**config.mk**
```make
export PLATFORM = sky130hd
export DESIGN_NAME = quad_dma
export DESIGN_NICKNAME = d
export VERILOG_FILES = /design/src/rtl/qdma_pkg.sv /design/src/rtl/qdma_prio.sv /design/src/rtl/qdma_channel.sv /design/src/rtl/qdma_step_fsm.sv /design/src/rtl/quad_dma.sv
export SDC_FILE = /design/constraint.sdc
export NUM_CORES = 2
export LEC_CHECK = 0
export CAP_MARGIN = 10
export CORE_MARGIN = 2
export CORE_UTILIZATION = 34
export DETAILED_ROUTE_END_ITERATION = 10
export SKIP_CTS_REPAIR_TIMING = 1
export SLEW_MARGIN = 20
export SYNTH_ARGS = -nofsm -noshare
export SYNTH_HDL_FRONTEND = slang
export SYNTH_SLANG_ARGS = --single-unit
```
**constraint.sdc**
```tcl
create_clock -name clk -period 8 [get_ports clk]
set_input_delay 0.8 -clock clk [delete_from_list [all_inputs] [get_ports clk]]
set_output_delay 0.8 -clock clk [all_outputs]
set_load 0.01 [all_outputs]
```
**src/rtl/qdma_pkg.sv**
```systemverilog
package qdma_pkg;

  // Address adjust codes (control bits 6:5 source, 8:7 destination)
  typedef enum logic [1:0] {
    ADJ_INC = 2'd0,
    ADJ_DEC = 2'd1,
    ADJ_FIX = 2'd2,
    ADJ_RLD = 2'd3
  } adj_e;

  // Start timing codes (control bits 4:3)
  typedef enum logic [1:0] {
    TM_NOW = 2'd0,
    TM_VBL = 2'd1,
    TM_HBL = 2'd2,
    TM_SPC = 2'd3
  } timing_e;

  // Control word, MSB first: dst_adj, src_adj, timing, rpt, wide, enable
  typedef struct packed {
    adj_e    dst_adj;
    adj_e    src_adj;
    timing_e timing;
    logic    rpt;
    logic    wide;
    logic    enable;
  } ctrl_t;

  localparam int CTRL_W = $bits(ctrl_t);

  typedef enum logic [1:0] {
    ST_IDLE  = 2'd0,
    ST_READ  = 2'd1,
    ST_WRITE = 2'd2
  } step_st_e;

endpackage

```
**src/rtl/qdma_prio.sv**
```systemverilog
module qdma_prio #(
  parameter int NCH   = 4,
  parameter int SEL_W = 2
) (
  input  logic [NCH-1:0]   req,
  output logic             any,
  output logic [SEL_W-1:0] idx
);

  // Scan from the top so that the lowest requesting channel wins.
  always_comb begin
    idx = '0;
    for (int i = NCH - 1; i >= 0; i--) begin
      if (req[i]) idx = SEL_W'(i);
    end
  end

  assign any = |req;

endmodule

```
**src/rtl/qdma_channel.sv**
```systemverilog
module qdma_channel
  import qdma_pkg::*;
#(
  parameter int AW      = 32,
  parameter int CNT_W   = 14,
  parameter bit FIFO_OK = 1'b0
) (
  input  logic          clk,
  input  logic          rst_n,
  input  logic          wr_src,
  input  logic          wr_dst,
  input  logic          wr_cnt,
  input  logic          wr_ctl,
  input  logic [AW-1:0] wdata,
  input  logic          vblank,
  input  logic          hblank,
  input  logic          fifo_req,
  input  logic [AW-1:0] fifo_addr,
  input  logic          step_me,
  output logic          active,
  output logic [AW-1:0] cur_src,
  output logic [AW-1:0] cur_dst,
  output logic          wide_eff
);

  localparam logic [CNT_W-1:0] CNT_MAX    = '1;
  localparam logic [CNT_W-1:0] FIFO_WORDS = CNT_W'(4);
  localparam logic [CNT_W-1:0] CNT_ONE    = CNT_W'(1);

  ctrl_t            ctl;
  ctrl_t            new_ctl;
  logic [AW-1:0]    prog_src;
  logic [AW-1:0]    prog_dst;
  logic [CNT_W-1:0] prog_cnt;
  logic [CNT_W-1:0] cnt;
  logic [CNT_W-1:0] init_cnt;
  logic [AW-1:0]    stride;
  logic             fifo_mode;
  logic             blank_hit;
  logic             fifo_hit;
  logic             en_rise;
  logic             last_unit;

  assign new_ctl   = ctrl_t'(wdata[CTRL_W-1:0]);
  assign fifo_mode = FIFO_OK && (ctl.timing == TM_SPC);
  assign wide_eff  = ctl.wide | fifo_mode;
  assign stride    = wide_eff ? AW'(4) : AW'(2);
  assign init_cnt  = (prog_cnt == '0) ? CNT_MAX : prog_cnt;
  assign last_unit = (cnt == CNT_ONE);
  assign blank_hit = !active && ctl.enable &&
                     ((vblank && ctl.timing == TM_VBL) ||
                      (hblank && ctl.timing == TM_HBL));
  assign fifo_hit  = FIFO_OK && fifo_req && ctl.enable &&
                     (ctl.timing == TM_SPC) && (prog_dst == fifo_addr);
  assign en_rise   = wr_ctl && new_ctl.enable && !ctl.enable;

  // Later assignments in this block take precedence:
  // step completion, then triggers, then setup writes.
  always_ff @(posedge clk or negedge rst_n) begin
    if (!rst_n) begin
      ctl      <= '0;
      prog_src <= '0;
      prog_dst <= '0;
      prog_cnt <= '0;
      cnt      <= '0;
      cur_src  <= '0;
      cur_dst  <= '0;
      active   <= 1'b0;
    end else begin
      if (step_me && active) begin
        case (ctl.src_adj)
          ADJ_INC: cur_src <= cur_src + stride;
          ADJ_DEC: cur_src <= cur_src - stride;
          default: ;  // fixed, and the illegal code, hold the source
        endcase
        if (!fifo_mode) begin
          case (ctl.dst_adj)
            ADJ_INC, ADJ_RLD: cur_dst <= cur_dst + stride;
            ADJ_DEC:          cur_dst <= cur_dst - stride;
            default: ;
          endcase
        end
        cnt <= cnt - CNT_ONE;
        if (last_unit) begin
          active <= 1'b0;
          if (!ctl.rpt && !fifo_mode) ctl.enable <= 1'b0;
        end
      end

      if (blank_hit) begin
        active <= 1'b1;
        if (ctl.rpt) begin
          cnt <= init_cnt;
          if (ctl.dst_adj == ADJ_RLD) cur_dst <= prog_dst;
        end
      end

      if (fifo_hit) begin
        active  <= 1'b1;
        cnt     <= FIFO_WORDS;
        ctl.rpt <= 1'b1;
      end

      if (wr_src) prog_src <= wdata;
      if (wr_dst) prog_dst <= wdata;
      if (wr_cnt) prog_cnt <= wdata[CNT_W-1:0];
      if (wr_ctl) begin
        ctl <= new_ctl;
        if (en_rise) begin
          cur_src <= prog_src;
          cur_dst <= prog_dst;
          cnt     <= init_cnt;
          active  <= (new_ctl.timing == TM_NOW);
        end else if (!new_ctl.enable) begin
          active <= 1'b0;
        end
      end
    end
  end

  assert_src_hold_R4: assert property (@(posedge clk) disable iff (!rst_n)
    (step_me && active && ctl.src_adj == ADJ_RLD && !wr_ctl) |=> $stable(cur_src));

  assert_fifo_dst_fixed_R8: assert property (@(posedge clk) disable iff (!rst_n)
    (step_me && active && fifo_mode && !wr_ctl) |=> $stable(cur_dst));

  assert_last_unit_stops_R5: assert property (@(posedge clk) disable iff (!rst_n)
    (step_me && active && cnt == CNT_ONE && !fifo_hit && !wr_ctl) |=> !active);

  assert_strobe_ignored_R6: assert property (@(posedge clk) disable iff (!rst_n)
    (active && (vblank || hblank) && !step_me && !fifo_hit && !wr_ctl)
      |=> (active && $stable(cnt) && $stable(cur_dst)));

endmodule

```
**src/rtl/qdma_step_fsm.sv**
```systemverilog
module qdma_step_fsm
  import qdma_pkg::*;
#(
  parameter int AW    = 32,
  parameter int DW    = 32,
  parameter int SEL_W = 2
) (
  input  logic             clk,
  input  logic             rst_n,
  input  logic             any_req,
  input  logic [SEL_W-1:0] pick,
  input  logic [AW-1:0]    src_addr,
  input  logic [AW-1:0]    dst_addr,
  input  logic             wide_in,
  output logic [SEL_W-1:0] sel,
  output logic             bus_valid,
  output logic             bus_write,
  output logic             bus_wide,
  output logic [AW-1:0]    bus_addr,
  output logic [DW-1:0]    bus_wdata,
  input  logic             bus_ready,
  input  logic [DW-1:0]    bus_rdata,
  output logic             step_done
);

  step_st_e      state;
  logic [DW-1:0] data_q;

  // The channel is chosen in IDLE and held for the whole step.
  always_ff @(posedge clk or negedge rst_n) begin
    if (!rst_n) begin
      state  <= ST_IDLE;
      sel    <= '0;
      data_q <= '0;
    end else begin
      case (state)
        ST_IDLE: begin
          if (any_req) begin
            sel   <= pick;
            state <= ST_READ;
          end
        end
        ST_READ: begin
          if (bus_ready) begin
            data_q <= bus_rdata;
            state  <= ST_WRITE;
          end
        end
        ST_WRITE: begin
          if (bus_ready) state <= ST_IDLE;
        end
        default: state <= ST_IDLE;
      endcase
    end
  end

  assign bus_valid = (state != ST_IDLE);
  assign bus_write = (state == ST_WRITE);
  assign bus_addr  = (state == ST_WRITE) ? dst_addr : src_addr;
  assign bus_wide  = wide_in;
  assign bus_wdata = data_q;
  assign step_done = (state == ST_WRITE) && bus_ready;

  assert_hold_request_R10: assert property (@(posedge clk) disable iff (!rst_n)
    (bus_valid && !bus_ready) |=> (bus_valid && $stable(bus_write) &&
      $stable(bus_addr) && $stable(bus_wdata) && $stable(bus_wide)));

  assert_read_then_write_R10: assert property (@(posedge clk) disable iff (!rst_n)
    (bus_valid && !bus_write && bus_ready) |=> (bus_valid && bus_write));

endmodule

```
**src/rtl/quad_dma.sv**
```systemverilog
module quad_dma
  import qdma_pkg::*;
#(
  parameter int NCH        = 4,
  parameter int AW         = 32,
  parameter int DW         = 32,
  parameter int CNT_W      = 14,
  parameter int LAST_CNT_W = 16,
  parameter int FIFO_LO    = 1,
  parameter int FIFO_HI    = 2,
  localparam int SEL_W     = $clog2(NCH)
) (
  input  logic             clk,
  input  logic             rst_n,
  input  logic             cfg_we,
  input  logic [SEL_W-1:0] cfg_ch,
  input  logic [1:0]       cfg_sel,
  input  logic [AW-1:0]    cfg_wdata,
  input  logic             vblank,
  input  logic             hblank,
  input  logic             fifo_req,
  input  logic [AW-1:0]    fifo_addr,
  output logic             bus_valid,
  output logic             bus_write,
  output logic             bus_wide,
  output logic [AW-1:0]    bus_addr,
  output logic [DW-1:0]    bus_wdata,
  input  logic             bus_ready,
  input  logic [DW-1:0]    bus_rdata,
  output logic [NCH-1:0]   ch_active
);

  logic [AW-1:0]    src_v [NCH];
  logic [AW-1:0]    dst_v [NCH];
  logic [NCH-1:0]   wide_v;
  logic             any_req;
  logic [SEL_W-1:0] pick;
  logic [SEL_W-1:0] sel;
  logic             step_done;

  for (genvar g = 0; g < NCH; g++) begin : g_ch
    localparam int CW  = (g == NCH - 1) ? LAST_CNT_W : CNT_W;
    localparam bit FOK = (g >= FIFO_LO) && (g <= FIFO_HI);
    logic hit;
    assign hit = cfg_we && (cfg_ch == SEL_W'(g));

    qdma_channel #(
      .AW     (AW),
      .CNT_W  (CW),
      .FIFO_OK(FOK)
    ) u_ch (
      .clk      (clk),
      .rst_n    (rst_n),
      .wr_src   (hit && cfg_sel == 2'd0),
      .wr_dst   (hit && cfg_sel == 2'd1),
      .wr_cnt   (hit && cfg_sel == 2'd2),
      .wr_ctl   (hit && cfg_sel == 2'd3),
      .wdata    (cfg_wdata),
      .vblank   (vblank),
      .hblank   (hblank),
      .fifo_req (fifo_req),
      .fifo_addr(fifo_addr),
      .step_me  (step_done && sel == SEL_W'(g)),
      .active   (ch_active[g]),
      .cur_src  (src_v[g]),
      .cur_dst  (dst_v[g]),
      .wide_eff (wide_v[g])
    );
  end

  qdma_prio #(
    .NCH  (NCH),
    .SEL_W(SEL_W)
  ) u_prio (
    .req(ch_active),
    .any(any_req),
    .idx(pick)
  );

  qdma_step_fsm #(
    .AW   (AW),
    .DW   (DW),
    .SEL_W(SEL_W)
  ) u_fsm (
    .clk      (clk),
    .rst_n    (rst_n),
    .any_req  (any_req),
    .pick     (pick),
    .src_addr (src_v[sel]),
    .dst_addr (dst_v[sel]),
    .wide_in  (wide_v[sel]),
    .sel      (sel),
    .bus_valid(bus_valid),
    .bus_write(bus_write),
    .bus_wide (bus_wide),
    .bus_addr (bus_addr),
    .bus_wdata(bus_wdata),
    .bus_ready(bus_ready),
    .bus_rdata(bus_rdata),
    .step_done(step_done)
  );

  // A step that starts must belong to the lowest channel that was running.
  assert_lowest_wins_R9: assert property (@(posedge clk) disable iff (!rst_n)
    (!bus_valid && |ch_active) |=>
      ((NCH'(1) << sel) == ($past(ch_active) & ~($past(ch_active) - NCH'(1)))));

endmodule

```
* Word-level counts from Yosys, hierarchy flattened *
Index checks and enable logic that the tools add are counted.

operators by class
  multipliers = 0
  bitwise operators = 3
  mux-type cells = 137
  $lt $le $gt $ge = 2
  add/subtract/negate cells = 20
  div/mod/pow operators = 0
  shifts and indexed selects = 0
  reduce and logical (&&, ||, !) cells = 119
  equality and inequality tests = 44

operators by type and width
  kind                     count
  $mux W32                 43
  $pmux W32 S2             8
  $mux W14                 20
  $add A32 B32 Y32         8
  $sub A32 B32 Y32         8
  $bmux W32 S2             2
  $mux W16                 6
  $eq A32 B32 Y1           2
  $logic_and A1 B1 Y1      61
  $mux W1                  43
  $eq A14 B1 Y1 const B    3
  $logic_not A14 Y1        3
  $sub A14 B1 Y14 const B  3
  $eq A2 B2 Y1 const B     17
  $eq A2 B1 Y1 const B     16
  $logic_not A2 Y1         13
  $reduce_bool A2 Y1       13
  $mux W3                  6
  $eq A16 B1 Y1 const B    1
  $logic_not A16 Y1        1
  $sub A16 B1 Y16 const B  1
  $reduce_and A3 Y1        5
  $mux W2                  7
  $logic_not A1 Y1         12
  other kinds (12)         23

storage, ports and cells
  ROM bits = 0
  RAM bits = 0
  output and inout bits = 71
  latch bits = 0
  logic and storage cells = 380
  input bits = 107
  bits in registers = 704
  memories kept = 0

* Logic depth before layout (Yosys ltp) *
  depth in word-level cells = 12
  gate-level depth with buffers = 15
  mapped depth without buffers = 14

* By module *
Synthesis repeated with hierarchy kept, for this count alone.

second synthesis, totals
  cell total of the unflattened synthesis = 4524
  area, all modules = 44302.5 um^2

modules (own cells, without submodules)
  module                       seq. area each (um^2)  area an instance (um^2)  cells each  instances
  qdma_channel (g_ch[2].u_ch)  4154.0                 10496.3                  1099        1
  qdma_channel (g_ch[1].u_ch)  4154.0                 10272.4                  1074        1
  qdma_channel (g_ch[3].u_ch)  4254.1                 9939.5                   1063        1
  qdma_channel (g_ch[0].u_ch)  4154.0                 9917.0                   1053        1
  qdma_step_fsm                900.9                  1928.1                   119         1
  quad_dma                     0.0                    1714.1                   109         1
  qdma_prio                    0.0                    35.0                     7           1

* Worst setup path after synthesis *
Ideal clock, no wire load.

  kind = flip-flop to flip-flop
  start point = reg g_ch[0].u_ch.ctl[6] (netlist name)
  end point = reg g_ch[0].u_ch.cur_src[31]
  buffers on the path = 0
  arrival = 4135 ps
  cell stages (with the launch flop) = 13
  library setup time = 82 ps
  setup slack = 3783 ps
  period minus slack after synthesis = 4217 ps
  cell sequence = dfrtp_1 > nor2b_1 > ha_1 > and2_1 > a221o_1 > a211oi_1 > nor2_1 > a311oi_2 > o2111ai_1 > a221oi_2 > xor2_1 > or3_1 > a31oi_1

on the way
  cells in the longest elaborated chain, start to end = 5

RTL lines
  what                                                     RTL line             source
  from (decl)                                              qdma_channel.sv:30   ctrl_t ctl;
  from (signal assigned)                                   qdma_channel.sv:108  ctl <= new_ctl;
  $eq A2 B1 Y1 / $logic_not A2 Y1 (equally long branches)  qdma_channel.sv:71   case (ctl.src_adj)
  $pmux W32 S2 *                                           qdma_channel.sv:71
  $mux W32 *                                               qdma_channel.sv:70   if (step_me && active) begin
  $mux W32                                                 qdma_channel.sv:109  if (en_rise) begin
  $mux W32 *                                               qdma_channel.sv:107  if (wr_ctl) begin
  to (signal assigned)                                     qdma_channel.sv:72   ADJ_INC: cur_src <= cur_src + stride;
  to (signal assigned)                                     qdma_channel.sv:73   ADJ_DEC: cur_src <= cur_src - stride;
  to (signal assigned)                                     qdma_channel.sv:110  cur_src <= prog_src;
  to (decl)                                                qdma_channel.sv:21   output logic [AW-1:0] cur_src,

Every way passes the cells marked *; elsewhere a longest branch is shown, timed or not.
A chain may end at the register's enable or synchronous reset.

* Final worst setup path *
  start point = reg u_fsm.sel[0]
  end point = out bus_addr[0]

on the way
  cells in the longest elaborated chain, start to end = 5

RTL lines
  what                                             RTL line                        source
  from (decl)                                      qdma_step_fsm.sv:15             output logic [SEL_W-1:0] sel,
  from (signal assigned)                           qdma_step_fsm.sv:39             sel <= pick;
  $not A2 Y3 (not written as such) *               quad_dma.sv:89, quad_dma.sv:90
  $bmux W32 S2, on equally long branches           quad_dma.sv:89, quad_dma.sv:90
  $mux W32, on equally long branches (2 in a row)  quad_dma.sv:89, quad_dma.sv:90
  $mux W32 *                                       qdma_step_fsm.sv:59             assign bus_addr = (state == ST_WRITE) ? dst_addr : src_addr;
  to (decl)                                        quad_dma.sv:26                  output logic [AW-1:0] bus_addr,

Every way passes the cells marked *; elsewhere a longest branch is shown, timed or not. The select of a mux whose other input is x is not followed.

==> flow_metrics.py <==
metrics = {
    "setup_path": {
        "cp_data_required_time_ns": 7.20,
        "largest_fanout_on_the_critical_path": 38,
        "worstSetupPathType": "flop to output port",
        "critPathArrivalTime_ns": 3.89,
        "slowest_delay_ns": 0.96,
        "start_kind": "flop",
        "worst_path_dominant_cell_family": "buffers and inverters",
        "worst_path_max_delay_cell": "dfrtp_4",
        "endpoint_kind": "output port",
        "worstPathCellList": "buf_4, mux4_2, nand2_1, nand2_1, clkdlybuf4s50_1",
        "critPathMostFrequentCell": "nand2_1",
        "cp_num_buf_inv": 2,
    },
    "routing": {
        "avgRoutedWirePerCell_um": 22.7,
        "finalWirelength_mm": 149,
        "drt-vias-per-instance": 5.58,
        "first_pass_iters": 5,
        "route.vias.total": 36700,
        "initial_detailed_routing_violation_count": 3126,
        "post-route-drc-count": 0,
        "antenna_violating_nets_post_route": 0,
    },
    "sta": {
        "max_freq_mhz": 213,
        "setup_ws_post_layout_ns": 3.31,
        "timing.final.crit_share_pct": 58.6,
        "clock_skew_ns": 0.0276,
        "timing.setup.tns_ns": 0,
        "grt_setup_unrepaired": "no",
        "layout_min_cycle_time_ns": 4.69,
        "hold_viol_final": 0,
        "setup_viol": 0,
        "drv_slew": 0,
        "finalHoldWorstSlack_ns": 0.125,
        "timing_worst_slew_pin_value_ns": 1.14,
        "maxSlewHeadroom_pct": 24.1,
    },
    "logic_synthesis": {
        "simple_gate_share_of_the_synthesized_area_pct": 14.6,
        "synth_area_leader_cell": "dfrtp_1",
        "number_of_enable_type_register_cells_in_the_synthesized_netlist": 0,
        "synth.top_cells.by_count": "704 x dfrtp_1, 548 x nand2_1, 452 x a21oi_1",
        "synth_top_cell_area_share_pct": 39.6,
        "synth_sequential_area_ratio_pct": 39.6,
        "synth.most_common_cell": "dfrtp_1",
        "synthesized_area_per_cell_um2": 9.55,
        "synth.lib_cells_used.distinct": 106,
        "yosys-mux-area-fraction_pct": 13.1,
        "synth.cell_area_um2": 44500,
        "netlist_top_cells_area": "dfrtp_1 40%, mux2_2 9.2%, ha_1 7.1%",
        "compound_gate_fraction_of_synth_area_pct": 16.7,
        "most_used_dff_post_synth": "dfrtp_1",
        "ys_ff_latch": 704,
        "synth_top_family_by_area": "compound AO/OA/AOI/OAI gates",
        "synth.yosys.warnings": 0,
        "share_of_synthesized_flip_flops_with_an_asynchronous_set_or_reset_pct": 100,
        "yosys.area_share.adder_pct": 7.09,
        "post_synth_inst_count": 4658,
        "mapped_nets": 5017,
        "synth-xor-area-share_pct": 6.30,
    },
    "floorplanning": {
        "die_h_um": 366,
        "rows": 132,
        "start_util_pct": 34.3,
        "floorplan.die_area_um2": 134000,
        "placeableCoreArea_um2": 130000,
        "ioPinCount": 178,
        "die_w_um": 366,
    },
    "clocking": {
        "path_clk_slew_ns": 0.06,
        "clk_path_buf_depth": 3,
        "tritoncts": "built",
        "worst_skew_pair.late_latency_ns": 0.67,
        "clk_root_buffer_cell": "clkbuf_16",
        "numClockSinks": 704,
        "htree_num_levels": 3,
        "numCtsBuffers": 84,
    },
    "pwr": {
        "total_power_divided_by_cell_area_nw_per_um2": 359,
        "power_leakage_nw": 22.3,
        "comb_power_share_pct": 44.0,
        "ir_drop_mv": 0.182,
        "power.net_switching_mw": 7.42,
        "power.sequential.fraction_pct": 34.0,
        "swShare_pct": 40.3,
        "cellInternalPower_mw": 11.0,
        "total_power_draw_mw": 18.4,
        "power.clock.fraction_pct": 22.0,
    },
    "global_routing": {
        "track_usage_pct": 22.1,
        "grt_first_pass_wirelength_mm": 223,
        "vias_in_the_first_global_route": 35100,
        "grt_start_max_net_pins": 158,
        "initial_antenna_violation_count": 20,
        "globalRoute.totalOverflow": 0,
    },
    "finish": {
        "num-nets-final": 5125,
        "final_layout_size_suffix_gt1_share_pct": 15.1,
        "stdcell_area_um2": 51200,
        "antennaDiodeCount": 0,
        "area_growth_pct": 15.2,
    },
    "place": {
        "dp_slack_ns": 3.70,
        "gp_congestion": 0.937,
        "post_detail_place_hpwl_mm": 110,
        "portbufs": 177,
        "dpl_cell_area_um2": 48300,
    },
    "worst_hold_path": {
        "hold_path_class": "input port to async pin",
    },
    "run_status": {
        "run_status": "finished clean",
    },
    "run": {
        "maxCapViolations": 0,
    },
}
[area by class of cell]
cell class | instances | area [µm²]
fillers | 12800 | 78400
repair buffers | 250 | 2390
flip-flops and latches | 704 | 17600
clock buffers | 117 | 2470
well taps | 1742 | 2180
multi-input cells | 3652 | 25900
inverters | 74 | 278
clock inverters | 31 | 425
[per-stage QoR]
step / util (%) / std cells
finish: 39.5 / 6570
global route: 39.5 / 6570
CTS: 39.5 / 6569
detailed placement: 37.2 / 6421
global placement: 37.2 / 6420
floorplan: - / 4658
[logic make-up after synthesis]
group | count (synthesis)
mux | 453
fa+ha+maj | 252
simple gates | 1401
flops | 704
buf+inv | 302
compound gates | 1226
xor+xnor | 320
[cell usage in the layout, fill, tap and decap left out, types with 23 or more instances in the layout]
master / n
a21o_1: 123
a21oi_1: 450
a31oi_1: 62
and3_1: 47
buf_4: 68
clkbuf_16: 87
clkdlybuf4s50_1: 175
dfrtp_1: 702
ha_1: 252
inv_1: 72
mux2_2: 365
mux4_2: 65
nand2_1: 547
nand2b_1: 39
nand3_1: 75
nand4_1: 40
nor2_1: 340
nor2b_1: 35
nor3_1: 106
nor4_1: 35
o21a_1: 33
o21ai_0: 282
o21ai_1: 39
o21bai_1: 31
or3_1: 23
xnor2_1: 212
xor2_1: 108
[final timing paths]
kind / end / slack, ns / startpoint / cells past startpoint
worst max-delay path: bus_addr[0] / 3.31 / u_fsm.sel[0] / 5
worst min-delay path: g_ch[2].u_ch.cur_dst[14] / 0.13 / rst_n / 1
worst max register to register: g_ch[3].u_ch.cur_dst[31] / 3.64 / g_ch[3].u_ch.ctl[8] / 14
worst min register to register: g_ch[0].u_ch.cur_src[8] / 0.46 / g_ch[0].u_ch.prog_src[8] / 2
max in group asynchronous: u_fsm.bus_wdata[28] / 6.41 / rst_n / 2
min in group clk: g_ch[0].u_ch.cur_src[8] / 0.46 / g_ch[0].u_ch.prog_src[8] / 2
[routing by layer]
layer / global-route usage (%) / wire length [µm] / vias up
met4: 8.03 / 5410 / 14
met5: 0 / 138 / -
met1: 31.1 / 67800 / 18100
met2: 33.9 / 65300 / 1138
met3: 3.68 / 10200 / 245
li1: - / - / 17200
[state kept, by name (all words and copies together) (netlist names), 4 cells and up]
signal	cells
g_ch.u_ch.cur_dst	128
g_ch.u_ch.cur_src	128
g_ch.u_ch.prog_dst	128
g_ch.u_ch.prog_src	128
g_ch.u_ch.cnt	58
g_ch.u_ch.prog_cnt	58
g_ch.u_ch.ctl	34
u_fsm.bus_wdata	32
g_ch.u_ch.active	4
[power groups by stage]
| stage | Combinational (mW) | Sequential [mW] | Clock [mW] |
|---|---|---|---|
| 4_1_cts | 8.05 | 6.22 | 4.12 |
| 3_3_place_gp | 7.91 | 6.25 | 0 |
| 3_5_place_dp | 8.01 | 6.28 | 0 |
| 5_1_grt | 8.91 | 6.37 | 4.27 |
| 2_1_floorplan | 5.87 | 5.54 | 0 |
| 6_report | 8.10 | 6.25 | 4.05 |
[worst reg2reg max path: stages (launching register included)]
cell	delay (ns)
dfrtp_1	0.38
inv_1	0.14
nand2_1	0.28
inv_1	0.93
ha_1	0.47
a21o_1	0.22
o2bb2ai_1	0.15
nor2_1	0.20
o21ai_1	0.19
a31o_2	0.33
a31o_2	0.27
nand2_1	0.07
mux2_1	0.33
nor4_1	0.21
nand3b_1	0.14
Power figures use the tool's default switching activity.
